File: src/rtl/bdm_pkg.sv
package bdm_pkg;
    // Operand class selected by the two most significant operand bits.
    typedef enum logic [1:0] {
        CLS_SMALL   = 2'b00,
        CLS_QUARTER = 2'b01,
        CLS_HALF    = 2'b10,
        CLS_TOP     = 2'b11
    } op_class_e;
endpackage

File: src/rtl/bdm_classify.sv
module bdm_classify #(
    parameter int N = 8,
    localparam int SW = $clog2(N + 1)
) (
    input  logic [N-1:0]  op,
    output logic          base_zero,
    output logic [SW-1:0] base_shift,
    output logic          neg,
    output logic          extra,
    output logic [N-3:0]  dev
);
    import bdm_pkg::*;

    localparam logic [SW-1:0] SH_Q = SW'(N - 2);
    localparam logic [SW-1:0] SH_H = SW'(N - 1);
    localparam logic [SW-1:0] SH_T = SW'(N);

    logic [N-3:0] low;
    assign low = op[N-3:0];

    always_comb begin
        base_zero  = 1'b0;
        base_shift = '0;
        neg        = 1'b0;
        extra      = 1'b0;
        dev        = low;
        case (op_class_e'(op[N-1:N-2]))
            CLS_SMALL:   base_zero = 1'b1;
            CLS_QUARTER: base_shift = SH_Q;
            CLS_HALF:    base_shift = SH_H;
            CLS_TOP: begin
                if (low == '0) begin
                    // 3*2^(N-2): half anchor plus a quarter term, no deviation
                    base_shift = SH_H;
                    extra      = 1'b1;
                    dev        = '0;
                end else begin
                    base_shift = SH_T;
                    neg        = 1'b1;
                    dev        = ~low + 1'b1;
                end
            end
            default: base_zero = 1'b1;
        endcase
    end
endmodule

File: src/rtl/bdm_narrow_mult.sv
module bdm_narrow_mult #(
    parameter int M = 6
) (
    input  logic [M-1:0]   x,
    input  logic [M-1:0]   y,
    output logic [2*M-1:0] prod
);
    logic [2*M-1:0] x_ext;
    assign x_ext = {{M{1'b0}}, x};

    always_comb begin
        prod = '0;
        for (int i = 0; i < M; i++) begin
            if (y[i]) prod = prod + (x_ext << i);
        end
    end
endmodule

File: src/rtl/bdm_recombine.sv
module bdm_recombine #(
    parameter int N = 8,
    localparam int SW = $clog2(N + 1),
    localparam int M  = N - 2,
    localparam int PW = 2 * N
) (
    input  logic [N-1:0]   a,
    input  logic [N-1:0]   b,
    input  logic           a_base_zero,
    input  logic [SW-1:0]  a_shift,
    input  logic           a_neg,
    input  logic           a_extra,
    input  logic           b_base_zero,
    input  logic [SW-1:0]  b_shift,
    input  logic           b_neg,
    input  logic           b_extra,
    input  logic [M-1:0]   b_dev,
    input  logic [2*M-1:0] dev_prod,
    output logic [PW-1:0]  p
);
    logic [PW-1:0] a_x, rb_x, rr_x;
    logic [PW-1:0] t_anchor, t_extra_b, t_cross, t_dev, t_sum;

    assign a_x  = {{(PW-N){1'b0}}, a};
    assign rb_x = {{(PW-M){1'b0}}, b_dev};
    assign rr_x = {{(PW-2*M){1'b0}}, dev_prod};

    always_comb begin
        // A times anchor of B, plus quarter term when B is 3*2^(N-2)
        t_anchor  = b_base_zero ? '0 : (a_x << b_shift);
        t_extra_b = b_extra ? (a_x << M) : '0;
        // B deviation times anchor of A (and A's quarter term)
        t_cross   = (a_base_zero ? '0 : (rb_x << a_shift))
                  + (a_extra ? (rb_x << M) : '0);
        t_dev     = rr_x;
        // Modulo 2^(2N) arithmetic: the true product always fits
        t_sum     = t_anchor + t_extra_b
                  + (b_neg ? (~t_cross + 1'b1) : t_cross)
                  + ((a_neg ^ b_neg) ? (~t_dev + 1'b1) : t_dev);
        p         = t_sum;
    end
endmodule

File: src/rtl/base_dev_mul.sv
module base_dev_mul #(
    parameter int N       = 8,
    parameter int LATENCY = 1
) (
    input  logic           clk,
    input  logic           rst,
    input  logic           in_valid,
    input  logic [N-1:0]   a,
    input  logic [N-1:0]   b,
    output logic           out_valid,
    output logic [2*N-1:0] p
);
    localparam int SW = $clog2(N + 1);
    localparam int M  = N - 2;

    typedef struct packed {
        logic           valid;
        logic [2*N-1:0] prod;
    } out_s;

    logic          a_bz, a_ng, a_ex, b_bz, b_ng, b_ex;
    logic [SW-1:0] a_sh, b_sh;
    logic [M-1:0]  a_dev, b_dev;
    logic [2*M-1:0] dev_prod;
    logic [2*N-1:0] prod_c;
    out_s out_d, out_q;

    bdm_classify #(.N(N)) u_cls_a (
        .op(a), .base_zero(a_bz), .base_shift(a_sh),
        .neg(a_ng), .extra(a_ex), .dev(a_dev)
    );

    bdm_classify #(.N(N)) u_cls_b (
        .op(b), .base_zero(b_bz), .base_shift(b_sh),
        .neg(b_ng), .extra(b_ex), .dev(b_dev)
    );

    bdm_narrow_mult #(.M(M)) u_nmul (
        .x(a_dev), .y(b_dev), .prod(dev_prod)
    );

    bdm_recombine #(.N(N)) u_rec (
        .a(a), .b(b),
        .a_base_zero(a_bz), .a_shift(a_sh), .a_neg(a_ng), .a_extra(a_ex),
        .b_base_zero(b_bz), .b_shift(b_sh), .b_neg(b_ng), .b_extra(b_ex),
        .b_dev(b_dev), .dev_prod(dev_prod), .p(prod_c)
    );

    always_comb begin
        out_d.valid = in_valid;
        out_d.prod  = prod_c;
    end

    generate
        if (LATENCY == 1) begin : g_reg
            always_ff @(posedge clk) begin
                if (rst) out_q <= '0;
                else     out_q <= out_d;
            end
        end else begin : g_comb
            assign out_q = out_d;
        end
    endgenerate

    assign out_valid = out_q.valid;
    assign p         = out_q.prod;
endmodule

File: config.mk
export PLATFORM = sky130hd
export DESIGN_NAME = base_dev_mul
export DESIGN_NICKNAME = d
export VERILOG_FILES = /design/src/rtl/bdm_pkg.sv /design/src/rtl/bdm_classify.sv /design/src/rtl/bdm_narrow_mult.sv /design/src/rtl/bdm_recombine.sv /design/src/rtl/base_dev_mul.sv
export SDC_FILE = /design/constraint.sdc
export NUM_CORES = 1
export LEC_CHECK = 0
export CAP_MARGIN = 10
export CORE_ASPECT_RATIO = 1.25
export CORE_MARGIN = 2
export CORE_UTILIZATION = 41
export DETAILED_ROUTE_END_ITERATION = 6
export PLACE_DENSITY_LB_ADDON = 0.1
export SYNTH_ARGS = -nofsm -noshare
export SYNTH_HDL_FRONTEND = slang
export SYNTH_SLANG_ARGS = --single-unit
File: constraint.sdc
create_clock -name clk -period 14.3 [get_ports clk]
set_input_delay 2.86 -clock clk [delete_from_list [all_inputs] [get_ports clk]]
set_output_delay 2.86 -clock clk [all_outputs]
set_load 0.01 [all_outputs]
==> results of run 1 <==
critical path: cells and delay by family:
family	cells	cell delay (ps)
adder cells (fa/ha/maj)	8	2880
AND/OR/NAND/NOR	9	1840
buffers and inverters	3	990
multiplexers	1	260
AO/OA/AOI/OAI	16	3900
XOR/XNOR	4	580
power by group through the flow:
stage	logic, W	clock network (W)	registers [W]
2_1_floorplan	0.000483	0	0.0000813
3_5_place_dp	0.000631	0	0.0000722
5_1_grt	0.000729	0.0000587	0.0000723
3_3_place_gp	0.000623	0	0.0000726
4_1_cts	0.000635	0.0000570	0.0000711
6_report	0.000636	0.0000556	0.0000708
kinds of logic after synthesis:
kind of cell               after synthesis  synth area share (%)
and+or+nand+nor                        204                 21.14
AOI/OAI and AO/OA                      180                 25.54
adders and majority gates               88                 27.49
buffers and inverters                   67                 6.172
xor gates and xnor gates                50                 9.232
DFF                                     17                 7.054
muxes                                   13                 3.216
other                                    2                0.1557
Yosys cell counts, types with 4 or more instances:
cell type	instances	area, µm²
a2111oi_0	4	35.03
a211o_1	4	35.03
a211oi_1	6	45.04
a21o_1	16	120.1
a21oi_1	35	175.2
a22oi_1	7	52.55
a31oi_1	9	56.30
and2_1	10	62.56
and3_1	5	31.28
buf_2	6	30.03
buf_6	4	45.04
clkbuf_1	9	33.78
dfxtp_1	17	340.3
fa_1	30	600.6
ha_1	58	725.7
inv_1	45	168.9
mux2i_1	7	70.07
nand2_1	59	221.5
nand3_1	12	60.06
nand3b_1	6	45.04
nor2_1	56	210.2
nor2b_1	12	75.07
nor3_1	11	55.05
nor3b_1	5	37.54
o21a_1	6	45.04
o21ai_0	36	180.2
o21bai_1	6	45.04
o22ai_1	10	62.56
o31ai_1	7	52.55
or3_1	4	25.02
xnor2_1	29	254.0
xor2_1	20	175.2
flip-flops by register name, summed over array words and instances, names as in the netlist:
name,cells
p,16
out_valid,1
area by class of cell:
class                           count  area, µm²
Inverter                           45      168.9
Multi-Input combinational cell    546       4220
Fill cell                        1177       6206
Timing Repair Buffer               38      372.9
Tap cell                          138      172.7
Clock buffer                        3      75.07
Clock inverter                      1      5.005
Sequential cell                    17      340.3
through the flow:
stage / setup WS, ps / total power, W
after floorplan: 2605 / 0.0005640
after global placement: 1122 / 0.0006958
after detailed placement: 894.3 / 0.0007032
after CTS: 1132 / 0.0007631
after global routing: 365.8 / 0.0008602
final: 1121 / 0.0007624
final timing paths:
| check | to | slack [ps] | cells after the start |
|---|---|---|---|
| max | p[15]$_SDFF_PP0_ | 1120 | 41 |
| min | out_valid$_SDFF_PP0_ | 3170 | 2 |
layer usage:
| metal | part of all wire, % | track usage, % | vias up |
|---|---|---|---|
| met3 | 3.7 | 1.789 | 33 |
| met5 | 0 | 0 | - |
| met4 | 4.2 | 8.585 | 0 |
| li1 | - | - | 2271 |
| met1 | 41 | 23.98 | 2119 |
| met2 | 51 | 37.45 | 88 |
==> metrics.md, run 1 <==
| Metric | Value |
|---|---|
| Status | `finished, final reports clean` |
| Layout area overhead | `11.00%` |
| Initial antenna violation count | `0` |
| Peak VDD IR | `63.50 µV` |
| Actual slew at the worst max-slew pin | `1157 ps` |
| Largest net degree at the start of global routing | `25` |
| P_sw | `0.0003703 W` |
| Count of final setup violators | `0` |
| RSZ-0062 raised after global routing | `no` |
| Post-Synthesis Cells | `621` |
| # hold bufs at CTS | `0` |
| Ys async rst share | `0%` |
| CTS resizes | `0` |
| Boundary Pins | `36` |
| Initial DRT Pass Iterations | `4` |
| Cell Int Power | `0.0003921 W` |
| # rows | `between 40 and 50` |
| TritonCTS clock tree | `yes` |
| Lkg Pwr | `2.447 nW` |
| Nets@finish | `758` |
| Sw frac | `48.58%` |
| Wire per inst | `16.22 µm` |
| Synth cell types | `81` |
| Hold Startpoint | `in_valid` |
| # H-tree levels | `1` |
| Initial DRC count | `~170` |
| Register area share after synthesis | `7.054%` |
| Synth warn | `0` |
| Minimum clock period | `around 13000 ps` |
| Slew headroom | `between 20% and 30%` |
| Setup crit end kind | `flip-flop` |
| Residual DRC | `0` |
| HPWL Detailed | `between 10000 and 15000 µm` |
| Total number of vias | `around 4.5k` |
| Flop pwr share | `9.3%` |
| Setup TNS | `0 ps` |
| Main synth FF type | `dfxtp_1` |
| WS Path Type | `input pin to flip-flop` |
| Global Route Usage Sum | `20.47%` |
| Clock slew seen by the registers of the worst setup and hold paths | `50 ps` |
| Hold crit path type | `input pin to flip-flop` |
| Crit path from | `a[7]` |
| Ant diodes | `0` |
| Setup bufs post-CTS | `0` |
| Die Y | `125.3 µm` |
| CTS sink count | `17` |
| Hold Slack | `3172 ps` |
| Max_cap viols | `0` |
| Placed insts | `784` |
| Fin util | `46.32%` |
| Core ar. | `11560 µm²` |
| Clock buffer depth | `2` |
| Fin. max-slew vios | `0` |
| Power Dens Cells | `between 100 and 150 nW/µm²` |
| Port bufs | `35` |
| Post-route cell area | `5355 µm²` |
| CP max FO | `17` |
| First-pass GRT wire length | `around 21000 µm` |
| Final Hold Viols | `0` |
| Post-Syn Area per Cell | `7.769 µm²` |
| CP startpoint kind | `input pin` |
| Vias per inst | `around 5.7` |
| Mapped cell area | `slightly below 5000 µm²` |
| Comb pwr share | `83.4%` |
| Initial core utilization | `41.73%` |
| Share of layout cells above drive strength 1 | `roughly 5.5%` |
| Largest stage delay on the critical path | `about 870 ps` |
| Grt total ovfl | `0` |
| CTS buffer count | `3` |
| Final Instance Count excl. Fillers | `788` |
| Chip Width | `a little over 100 µm` |
| Worst Path Required | `14450 ps` |
| Placer Congestion | `about 0.87` |
| Commonest non-fill, non-tap cell in the layout | `nand2_1` |
| Most frequent cells in the layout | `nand2_1, ha_1, nor2_1, inv_1, o21ai_0` |
| Number of global-route vias before repair | `4462` |
| Drt total wl | `~13000 µm` |
| Detail Route Antenna Nets | `0` |
| Placement Cell Area | `5275 µm²` |
| Arr. time, crit path | `approximately 13000 ps` |
| Worst path slowest cell | `clkdlybuf4s50_1` |
| Number of synthesized register bits | `17` |
| Max Clk Rate | `75.88 MHz` |
| Clock share of power | `7.3%` |
| Post-synth EDFFs | `0` |
| Final period util | `92.16%` |
| Top cell by count, worst path | `ha_1` |
| Root Buffer | `clkbuf_16` |
| Die ar. | `12660 µm²` |
Note: power is estimated with default switching activity, not from simulation.
==> run 2, diff against run 1 <==
--- a/config.mk
+++ b/config.mk
@@ -8,3 +8,3 @@
 export CAP_MARGIN = 10
-export CORE_ASPECT_RATIO = 1.25
+export CORE_ASPECT_RATIO = 1.2
 export CORE_MARGIN = 2
@@ -12,3 +12,3 @@
 export DETAILED_ROUTE_END_ITERATION = 6
-export PLACE_DENSITY_LB_ADDON = 0.1
+export PLACE_DENSITY_LB_ADDON = 0.12
 export SYNTH_ARGS = -nofsm -noshare
==> constraint.sdc (replaced) <==
create_clock -name clk -period 14.3 [get_ports clk]
set_input_delay 1.43 -clock clk [delete_from_list [all_inputs] [get_ports clk]]
set_output_delay 1.43 -clock clk [all_outputs]
set_load 0.01 [all_outputs]
==> run 2 against run 1 <==
Compared with the run above: cell count increased by 2.2%; largest power group unchanged; largest cell class unchanged; routed wire length decreased by 0.85%; critical endpoint unchanged; critical path depth increased by 1.
==> metrics.md, run 2 (same netlist as run 1, synthesis figures left out) <==
| Metric | Value |
|---|---|
| Status | `finished, final reports clean` |
| WS Path Type | `input pin to flip-flop` |
| Detail Route Antenna Nets | `0` |
| Actual slew at the worst max-slew pin | `1111 ps` |
| Power Total | `about 0.00076 W` |
| Drt total wl | `12670 µm` |
| Setup bufs post-CTS | `0` |
| Nets@finish | `roughly 760` |
| Final Hold Viols | `0` |
| WP buf/inv | `2` |
| P_sw | `roughly 0.00037 W` |
| Max Clk Rate | `~85 MHz` |
| Vias per inst | `5.552` |
| Arr. time, crit path | `11960 ps` |
| Crit path max-delay family | `simple AND/OR/NAND/NOR gates` |
| # rows | `43` |
| Initial antenna violation count | `0` |
| # hold bufs at CTS | `0` |
| Core ar. | `11510 µm²` |
| TritonCTS clock tree | `yes` |
| Clock share of power | `7.5%` |
| Initial DRT Pass Iterations | `5` |
| Die ar. | `12650 µm²` |
| CP startpoint kind | `input pin` |
| Initial DRC count | `between 200 and 300` |
| Setup TNS | `0 ps` |
| Comb pwr share | `83.2%` |
| Placer Congestion | `about 0.89` |
| Chip Width | `103.0 µm` |
| Root Buffer | `clkbuf_16` |
| Worst path slowest cell | `clkdlybuf4s50_1` |
| Wire per inst | `about 16 µm` |
| Number of fill cells | `1188` |
| Final period util | `82.53%` |
| Initial core utilization | `between 40% and 50%` |
| Commonest non-fill, non-tap cell in the layout | `nand2_1` |
| Hold crit path type | `input pin to flip-flop` |
| Hold Slack | `1746 ps` |
| Count of final setup violators | `0` |
| Minimum clock period | `11800 ps` |
| Cell Int Power | `0.0003919 W` |
| Max_cap viols | `0` |
| Setup crit end kind | `flip-flop` |
| Global Route Usage Sum | `20.97%` |
| Most frequent cells in the layout | `nand2_1, ha_1, nor2_1, inv_1, o21ai_0` |
| Power Dens Cells | `141.6 nW/µm²` |
| Flop pwr share | `9.3%` |
| Fin. max-slew vios | `0` |
| Residual DRC | `0` |
| HPWL Detailed | `10660 µm` |
| # H-tree levels | `1` |
| Clock slew seen by the registers of the worst setup and hold paths | `50 ps` |
| Worst Path Required | `14460 ps` |
| Clock buffer depth | `2` |
| First-pass GRT wire length | `21020 µm` |
| Sw frac | `roughly half` |
| CP max FO | `17` |
| Ant diodes | `0` |
| Peak VDD IR | `roughly 72 µV` |
| RSZ-0062 raised after global routing | `no` |
| Number of flip-flops in the largest register | `16` |
| Largest net degree at the start of global routing | `25` |
| Slew headroom | `25.37%` |
| Boundary Pins | `36` |
| CTS resizes | `0` |
| Share of layout cells above drive strength 1 | `between 5 and 6%` |
| Lkg Pwr | `2.437 nW` |
| Die Y | `122.8 µm` |
| Largest stage delay on the critical path | `880 ps` |
| Number of global-route vias before repair | `4297` |
| Total number of vias | `around 4.5k` |
| CTS buffer count | `3` |
| CTS sink count | `17` |
| Grt total ovfl | `0` |
| Port bufs | `35` |
| Layout area overhead | `11.18%` |
-- run 2: cell types whose count changed in the layout (fill, tap and decap cells not counted) --
cell   before  now
buf_4       3    1
-- run 2: stage by stage --
stage                     utilization, %  std cells  setup WS [ps]  area, µm²
final                              46.59        805           2498       5364
after global routing               46.59        805           1705       5364
after CTS                          46.59        805           2464       5364
after detailed placement           45.89        801           2253       5284
after global placement             45.89        801           2567       5284
after floorplan                        -        630           4035       4858
-- run 2: path summary, 6_finish.rpt --
| path | startpoint | to | slack, ps | cells past startpoint |
|---|---|---|---|---|
| setup / recovery | a[7] | p[15]$_SDFF_PP0_ | 2500 | 42 |
| hold / removal | in_valid | out_valid$_SDFF_PP0_ | 1750 | 2 |
-- run 2: routing by layer --
layer  track usage [%]  share of wire [%]  vias to the layer above
li1                  -                  -                     2263
met1             25.15                 42                     2109
met2             40.06                 53                       84
met3            0.9681                2.8                       13
met4             5.428                1.6                        0
met5                 0                  0                        -
-- run 2: cell type report --
type	instances	area (µm²)	area share [%]
clock buffers	3	75.07	1.400
inverters	45	168.9	3.149
repair buffers	36	357.8	6.671
flip-flops and latches	17	340.3	6.345
multi-input cells	546	4220	78.68
clock inverters	1	5.005	0.09331
well taps	157	196.4	3.662
-- run 2: power groups by stage --
stage | logic, W | clock network [W] | registers [W]
detailed placement | 0.000628 | 0 | 0.0000724
global route | 0.000725 | 0.0000607 | 0.0000725
finish | 0.000632 | 0.0000568 | 0.0000710
floorplan | 0.000483 | 0 | 0.0000813
global placement | 0.000620 | 0 | 0.0000722
CTS | 0.000633 | 0.0000582 | 0.0000714
